==> src/rtl/cache_dp_pkg.sv <==
`timescale 1ns/1ps
package cache_dp_pkg;
  localparam int STATE_W = 4;
  localparam logic [STATE_W-1:0] ST_IDLE   = 4'd0;
  localparam logic [STATE_W-1:0] ST_REQ    = 4'd1;
  localparam logic [STATE_W-1:0] ST_FILL   = 4'd2;
  localparam logic [STATE_W-1:0] ST_COMMIT = 4'd3;
  localparam logic [STATE_W-1:0] ST_MERGE  = 4'd4;
  localparam logic [STATE_W-1:0] ST_WCHK   = 4'd5;
  localparam logic [STATE_W-1:0] ST_WAIT1  = 4'd6;
  localparam logic [STATE_W-1:0] ST_WAIT2  = 4'd7;
  localparam logic [STATE_W-1:0] ST_DONE   = 4'd8;
endpackage

==> src/rtl/cache_valid_bits.sv <==
`timescale 1ns/1ps
module cache_valid_bits #(
  parameter int LINES = 16,
  localparam int IDX_W = $clog2(LINES)
) (
  input  logic             clk,
  input  logic             rst_n,
  input  logic [IDX_W-1:0] idx,
  input  logic             set_en,
  output logic             vld
);
  logic [LINES-1:0] bits_q;

  always_ff @(posedge clk) begin
    if (!rst_n) bits_q <= '0;
    else if (set_en) bits_q[idx] <= 1'b1;
  end

  assign vld = bits_q[idx];

  // a set request marks the line valid
  p_valid_set_r8: assert property (@(posedge clk) disable iff (!rst_n)
    set_en |=> bits_q[$past(idx)]);
  // without a set request nothing changes
  p_valid_hold_r8: assert property (@(posedge clk) disable iff (!rst_n)
    !set_en |=> bits_q == $past(bits_q));
endmodule

==> src/rtl/cache_line_store.sv <==
`timescale 1ns/1ps
module cache_line_store #(
  parameter int LINES   = 16,
  parameter int ENTRY_W = 74,
  localparam int IDX_W  = $clog2(LINES)
) (
  input  logic               clk,
  input  logic               rst_n,
  input  logic [IDX_W-1:0]   idx,
  input  logic               we,
  input  logic [ENTRY_W-1:0] wr_entry,
  output logic [ENTRY_W-1:0] rd_entry
);
  logic [ENTRY_W-1:0] mem_q [LINES];

  always_ff @(posedge clk) begin
    if (!rst_n) begin
      for (int i = 0; i < LINES; i++) mem_q[i] <= '0;
    end else if (we) begin
      mem_q[idx] <= wr_entry;
    end
  end

  assign rd_entry = mem_q[idx];

  // a write stores exactly the presented entry
  p_write_data_r3: assert property (@(posedge clk) disable iff (!rst_n)
    we |=> mem_q[$past(idx)] == $past(wr_entry));
  // with the enable low the indexed entry keeps its contents
  p_write_gate_r3: assert property (@(posedge clk) disable iff (!rst_n)
    !we |=> mem_q[$past(idx)] == $past(rd_entry));
endmodule

==> src/rtl/cache_block_regs.sv <==
`timescale 1ns/1ps
module cache_block_regs
  import cache_dp_pkg::*;
#(
  parameter int DATA_W = 16,
  parameter int WORDS  = 4,
  localparam int OFF_W = $clog2(WORDS),
  localparam int LINE_W = DATA_W * WORDS
) (
  input  logic               clk,
  input  logic               rst_n,
  input  logic [STATE_W-1:0] state,
  input  logic [OFF_W-1:0]   off,
  input  logic [OFF_W-1:0]   cnt,
  input  logic [DATA_W-1:0]  wdata,
  input  logic [DATA_W-1:0]  mdata,
  input  logic [LINE_W-1:0]  arr_line,
  output logic [LINE_W-1:0]  blk_line
);
  logic [WORDS-1:0] take_cpu;
  logic [WORDS-1:0] take_mem;

  for (genvar k = 0; k < WORDS; k++) begin : g_word
    logic [DATA_W-1:0] word_q;
    logic [DATA_W-1:0] word_d;

    assign take_cpu[k] = (state == ST_MERGE) && (off == OFF_W'(k));
    assign take_mem[k] = (state == ST_FILL) && (cnt == OFF_W'(k));

    always_comb begin
      word_d = arr_line[k*DATA_W +: DATA_W];
      if (take_cpu[k]) word_d = wdata;
      else if (take_mem[k]) word_d = mdata;
    end

    always_ff @(posedge clk) begin
      if (!rst_n) word_q <= '0;
      else word_q <= word_d;
    end

    assign blk_line[k*DATA_W +: DATA_W] = word_q;

    // a register not chosen for override follows the array word
    p_follow_array_r4: assert property (@(posedge clk) disable iff (!rst_n)
      !(take_cpu[k] || take_mem[k]) |=> word_q == $past(arr_line[k*DATA_W +: DATA_W]));
  end

  // at most one register is overridden per cycle
  p_one_override_r5: assert property (@(posedge clk) disable iff (!rst_n)
    $onehot0(take_cpu | take_mem));
endmodule

==> src/rtl/cache_datapath.sv <==
`timescale 1ns/1ps
module cache_datapath
  import cache_dp_pkg::*;
#(
  parameter int ADDR_W = 16,
  parameter int DATA_W = 16,
  parameter int LINES  = 16,
  parameter int WORDS  = 4,
  localparam int IDX_W  = $clog2(LINES),
  localparam int OFF_W  = $clog2(WORDS),
  localparam int TAG_W  = ADDR_W - IDX_W - OFF_W,
  localparam int LINE_W = DATA_W * WORDS,
  localparam int ENTRY_W = TAG_W + LINE_W
) (
  input  logic               clk,
  input  logic               rst_n,
  input  logic [ADDR_W-1:0]  addr,
  input  logic [DATA_W-1:0]  wdata,
  input  logic               acc,
  input  logic               rd,
  input  logic [STATE_W-1:0] state,
  input  logic [OFF_W-1:0]   fill_cnt,
  input  logic [DATA_W-1:0]  mem_rdata,
  output logic               miss,
  output logic [DATA_W-1:0]  rdata,
  output logic               complete
);
  logic [TAG_W-1:0]   a_tag;
  logic [IDX_W-1:0]   a_idx;
  logic [OFF_W-1:0]   a_off;
  logic [ENTRY_W-1:0] rd_entry;
  logic [ENTRY_W-1:0] wr_entry;
  logic [LINE_W-1:0]  blk_line;
  logic [TAG_W-1:0]   stored_tag;
  logic               vld;
  logic               arr_we;
  logic               read_hit;

  assign a_tag = addr[ADDR_W-1 -: TAG_W];
  assign a_idx = addr[OFF_W +: IDX_W];
  assign a_off = addr[OFF_W-1:0];

  assign stored_tag = rd_entry[ENTRY_W-1 -: TAG_W];
  assign miss       = !vld || (stored_tag != a_tag);
  assign arr_we     = (state == ST_COMMIT) || ((state == ST_WCHK) && !miss);
  assign wr_entry   = {a_tag, blk_line};

  cache_valid_bits #(.LINES(LINES)) u_valid (
    .clk(clk), .rst_n(rst_n), .idx(a_idx),
    .set_en(state == ST_DONE), .vld(vld)
  );

  cache_line_store #(.LINES(LINES), .ENTRY_W(ENTRY_W)) u_store (
    .clk(clk), .rst_n(rst_n), .idx(a_idx), .we(arr_we),
    .wr_entry(wr_entry), .rd_entry(rd_entry)
  );

  cache_block_regs #(.DATA_W(DATA_W), .WORDS(WORDS)) u_blk (
    .clk(clk), .rst_n(rst_n), .state(state), .off(a_off), .cnt(fill_cnt),
    .wdata(wdata), .mdata(mem_rdata), .arr_line(rd_entry[LINE_W-1:0]),
    .blk_line(blk_line)
  );

  assign rdata    = blk_line[a_off*DATA_W +: DATA_W];
  assign read_hit = (state == ST_IDLE) && acc && rd && !miss;
  assign complete = read_hit || (state == ST_DONE);

  // an unset valid bit always reports a miss
  p_invalid_misses_r2: assert property (@(posedge clk) disable iff (!rst_n)
    !vld |-> miss);
  // completion in the idle state implies a hit
  p_idle_done_hit_r10: assert property (@(posedge clk) disable iff (!rst_n)
    (complete && state == ST_IDLE) |-> !miss);
  // a write hit in the check state leaves the line hitting afterwards
  p_whit_keeps_r3: assert property (@(posedge clk) disable iff (!rst_n)
    (state == ST_WCHK && !miss) |=> (stored_tag == $past(a_tag)) || ($past(a_idx) != a_idx));
endmodule

==> config.mk <==
export PLATFORM = sky130hd
export DESIGN_NAME = cache_datapath
export DESIGN_NICKNAME = d
export VERILOG_FILES = /design/src/rtl/cache_dp_pkg.sv /design/src/rtl/cache_valid_bits.sv /design/src/rtl/cache_line_store.sv /design/src/rtl/cache_block_regs.sv /design/src/rtl/cache_datapath.sv
export SDC_FILE = /design/constraint.sdc
export NUM_CORES = 2
export LEC_CHECK = 0
export BUFFER_PORTS_ARGS = -buffer_cell sky130_fd_sc_hd__buf_2
export CORE_UTILIZATION = 48
export DETAILED_ROUTE_END_ITERATION = 10
export PLACE_DENSITY = 0.67
export REMOVE_ABC_BUFFERS = 1
export SLEW_MARGIN = 20
export SYNTH_ARGS = -nofsm -noshare
export SYNTH_HDL_FRONTEND = slang
export SYNTH_SLANG_ARGS = --single-unit
==> constraint.sdc <==
create_clock -name clk -period 14.45 [get_ports clk]
set_input_delay 1.445 -clock clk [delete_from_list [all_inputs] [get_ports clk]]
set_output_delay 1.445 -clock clk [all_outputs]
set_load 0.02 [all_outputs]
# After elaboration in Yosys (flattened, before gate mapping)
# Memories as Yosys holds them, arrays and structs flattened.
# Index checks and enable logic that the tools add are counted.
# W data, S select, Z words.
# totals
ff_bits	80
ram_bits	1184
n_memories	1
input_bits	58
word_cells	63
# classes
n_mux	19
n_reduce_logical	22
eq_ne	12
n_bitwise	1
order_cmp	2
shifts	1
# memory_table
name	depth	word_bits	rd	rd_ports_with_merged_regs	write_ports	line_no	rtl
u_store.mem_q	16	74	1	0	16	cache_line_store.sv:14	logic [ENTRY_W-1:0] mem_q [LINES];
# op_table
op	n
$mux W16	8
$mux W74	1
$reduce_or A74 Y1	1
$shiftx A64 B7 Y16	1
$or A16 B16 Y16	1
$logic_and A1 B1 Y1	13
$ne A10 B10 Y1	1
$eq A2 B2 Y1 const B	4
$eq A4 B2 Y1 const B	2
$eq A4 B3 Y1 const B	2
$mux W1	7
$lt A4 B5 Y1 const B	1
$bmux W1 S4	1
$demux W1 S4	1
$eq A2 B1 Y1 const B	2
$eq A4 B4 Y1 const B	1
$ge A4 B1 Y1 const B	1
$logic_not A2 Y1	2
$logic_not A4 Y1	1
$mux W4	1
$logic_or A1 B1 Y1	3
$logic_not A1 Y1	2

# Longest topological paths before layout
# depth
word_depth	12
mapped_depth	14

# Cells and area by module
# A second synthesis with hierarchy kept.
# unflattened
cells_unflattened	3737
hier_area_um2	57332.5
# modules_own_cells
mod	instances	cells_each	area_each_um2	seq_area_each_um2
cache_line_store	1	3232	52759.4	35554.1
cache_block_regs	1	391	3296.9	1281.2
cache_valid_bits	1	71	715.7	320.3
cache_datapath	1	43	560.5	0.0

# Worst setup path before layout
# Ideal clock, no wire load.
# synth_timing
path_kind	input to register
start	input addr[3]
end	memory u_store.mem_q[14][0], enable pin
arrival_time_ns	11.528
slack_ns	2.214
path_stages	12
setup_time_ns	0.708
path_cell_list	buf_2 > buf_6 > buf_6 > buf_4 > mux2i_1 > a221oi_1 > xor2_1 > or4b_1 > a2111oi_2 > a22oi_2 > buf_2 > o41ai_1
# synth_lines
item	line_no	rtl
from (decl)	cache_datapath.sv:17	input logic [ADDR_W-1:0] addr,
to (decl)	cache_line_store.sv:14	

# Final worst setup path
# layout_timing
start	input addr[3]
end	output complete
# layout_via
elab_chain_cells	7
# layout_rtl
item	line_no	rtl
parallel branches: the longest is 3 deep, another holds $mem_v2 Z16 W74	-	
$logic_or A1 B1 Y1 *	cache_datapath.sv:44	assign miss = !vld || (stored_tag != a_tag);
$logic_not A1 Y1 *	cache_datapath.sv:65	assign read_hit = (state == ST_IDLE) && acc && rd && !miss;
$logic_and A1 B1 Y1 *	cache_datapath.sv:65	
$logic_or A1 B1 Y1 *	cache_datapath.sv:66	assign complete = read_hit || (state == ST_DONE);
to (decl)	cache_datapath.sv:26	output logic complete
# Every way passes the cells marked *. The select of a mux whose other input is x is not followed.

==> impl_metrics.csv <==
group,metric,value,unit
synth,syn_avg_cell_area,14.6,um2
clock_network,htreeDepth,4,
die,num_io_pins,76,
clock_network,cts_resized,0,
synth,synthTopCellsByCount,"1202 x nor2_1, 1184 x edfxtp_1, 369 x mux4_2, 369 x nand2_1, 141 x clkbuf_1",
grt,grt_use_total,0.259,
grt,antenna_found_initial,5,
setup_path,arrival,6070,ps
finish,fillers,9275,
clock_network,postCtsHoldBufs,0,
setup_path,critPathLaunchType,"input port",
die,rows,124,
synth,synth_edf_count,1184,
power,vdd_ir_drop_max,0.107,mV
sta,hold_violations,0,
clock_network,clock_latency,750,ps
finish,utilization,0.538,
grt,grt_pass1_vias,32900,
setup_path,cp.required,13010,ps
routing,routed-via-count,33100,
die,fp.dieW,341,um
finish,multiInputGateArea,17000,um2
sta,slew_viol_final,0,
synth,yosys.area.top_type_share,0.644,
die,initial_utilization,0.484,
routing,wl,149000,um
power,power.leakage,20.7,nW
sta,finClkSkew,28.5,ps
power,p_per_area,133,nW/um2
min_path,hold_class,"flop to flop",
synth,synth-async-reset-ratio,0,
synth,synth_cell_type_count,46,
clock_network,numCtsBuffers,134,
synth,synthTopCellsByArea,"edfxtp_1 64%, mux4_2 15%, nor2_1 8.2%",
synth,seq_area_frac_synth,0.673,
die,dieHeight,341,um
placed_design,place.gp.congestion,0.762,
die,core-area,114000,um2
setup_path,max_stage_delay,980,ps
sta,layout_setup_ws,6930,ps
synth,synth_warnings,0,
placed_design,hpwl,77200,um
setup_path,endpoint_kind,"output pin",
clock_network,cts.sinks,1264,
clock_network,post_cts_buffers,0,
outcome,outcome,"complete, no violations",
clock_network,clk_pin_slew_worst_paths,60,ps
flow_run,max_cap_viol_count,0,
setup_path,worstPathMaxFanout,95,
finish,regArea,37200,um2
sta,period_share,0.520,
placed_design,dp_slack,6350,ps
synth,syn_inst,3793,
routing,first_iter_violations,4175,
grt,grt_pass1_wl,219000,um
finish,nets,3840,
power,power,8.16,mW
sta,clock.fmax,0.133,GHz
clock_network,max-clock-path-buffers,3,
setup_path,path_class,"input port to output pin",
grt,grt_start_max_net_pins,171,
setup_path,cpMaxStageDelayCell,"buf_4",
clock_network,cts_tree,"yes",
routing,ant_nets,0,
sta,tns,0,ps
synth,synthFlopType,"edfxtp_1",
routing,avgRoutedWirePerCell,27.6,um
synth,yosysTopAreaCell,"edfxtp_1",
routing,avgViaCountPerCell,6.11,
setup_path,worstPathCellList,"buf_8 -> buf_4 -> mux4_2 -> mux2i_1 -> xor2_1 -> nand4bb_1 -> or4_1 -> a21oi_2 -> a41oi_1 -> nor2b_1 -> buf_2",
die,die_area,116000,um2
clock_network,root_buffer,"clkbuf_16",
sta,finalCriticalPeriod,7520,ps
synth,synth-seq-cells,1264,
sta,relSlewSlack,0.198,
sta,whs,491,ps
finish,layout-drive-gt1-share,0.191,
finish,area_delta_synth_final,11.2,%
placed_design,portBuffers,75,
routing,drc_errors,0,
sta,finalSetupViolCount,0,
synth,yosysMostFrequentCell,"nor2_1",
grt,grt.overflow.total,0,
routing,drtPass1Iterations,6,
sta,rsz0062_at_grt,"no",
sta,worst_pin_slew,1200,ps
synth,synth_area,55200,um2
-- state kept, by name, summed over array words and instances (netlist names) --
register             cells
u_blk.g_word.word_q     64
u_store.mem_q         1184
u_valid.bits_q          16
-- worst max-delay path, delay by kind of cell --
family                 cells  cell delay (ps)
AO/OA/AOI/OAI              2              780
XOR/XNOR                   1              190
buffers and inverters      3             1790
multiplexers               2              820
AND/OR/NAND/NOR            3              890
-- worst paths after layout --
kind,slack (ps),depth (start not counted),to,from
worst max register to register,9010,10,u_store.mem_q[14][45],u_store.mem_q[8][72]
worst min-delay path,490,2,u_valid.bits_q[8],u_valid.bits_q[8]
worst min register to register,490,2,u_valid.bits_q[8],u_valid.bits_q[8]
worst max-delay path,6930,11,complete,addr[3]
-- cell families (layout without fill, tap and decap cells) --
group / Yosys count / count (layout) / share of synthesized area
simple gates: 1622 / 1622 / 0.113
other cells: 0 / 3 / 0
mux: 472 / 472 / 0.169
flops: 1264 / 1264 / 0.673
buf+inv: 298 / 400 / 0.0233
compound gates: 124 / 124 / 0.0199
xor+xnor: 13 / 13 / 0.00206
-- cells in the final DEF, fill, tap and decap left out, types with 6 or more instances in the layout --
cell       instances
clkinv_2          18
clkinv_1          25
buf_4             68
mux2i_1          103
nand2b_1           7
dfxtp_1           80
clkbuf_1          35
nand2_1          367
nor2_1          1201
edfxtp_1        1184
xor2_1             9
clkbuf_16        141
o41ai_2           16
bufinv_16          6
clkbuf_8          13
mux4_2           369
nor2b_1           20
buf_2             70
a21oi_1           19
o211a_1           64
-- layer usage --
layer  track usage  part of all wire
met1         0.363              0.39
met2         0.408              0.48
met3        0.0544              0.10
met4        0.0799             0.025
met5             0                 0
-- stage by stage --
step / cell area [um2] / std cells
floorplan: 54000 / 3498
finish: 61400 / 5410
detailed placement: 57100 / 5158
global route: 61400 / 5410
global placement: 57100 / 5158
CTS: 61400 / 5407
-- power breakdown --
| group | internal (mW) | leakage [nW] | switching (mW) |
|---|---|---|---|
| clock | 1.97 | 2.12 | 1.42 |
| combinational | 0.219 | 5.85 | 0.355 |
| sequential | 4.13 | 12.8 | 0.0652 |
| total | 6.32 | 20.7 | 1.84 |
-- cell type report --
type / instances / share of cell area
Timing Repair Buffer: 148 / 0.0167
Antenna cell: 3 / 0.000122
Sequential cell: 1264 / 0.605
Inverter: 3 / 0.000183
Clock inverter: 60 / 0.00792
Clock buffer: 189 / 0.0625
Tap cell: 1512 / 0.0308
Multi-Input combinational cell: 2231 / 0.277
Note: power is estimated with default switching activity, not from simulation.
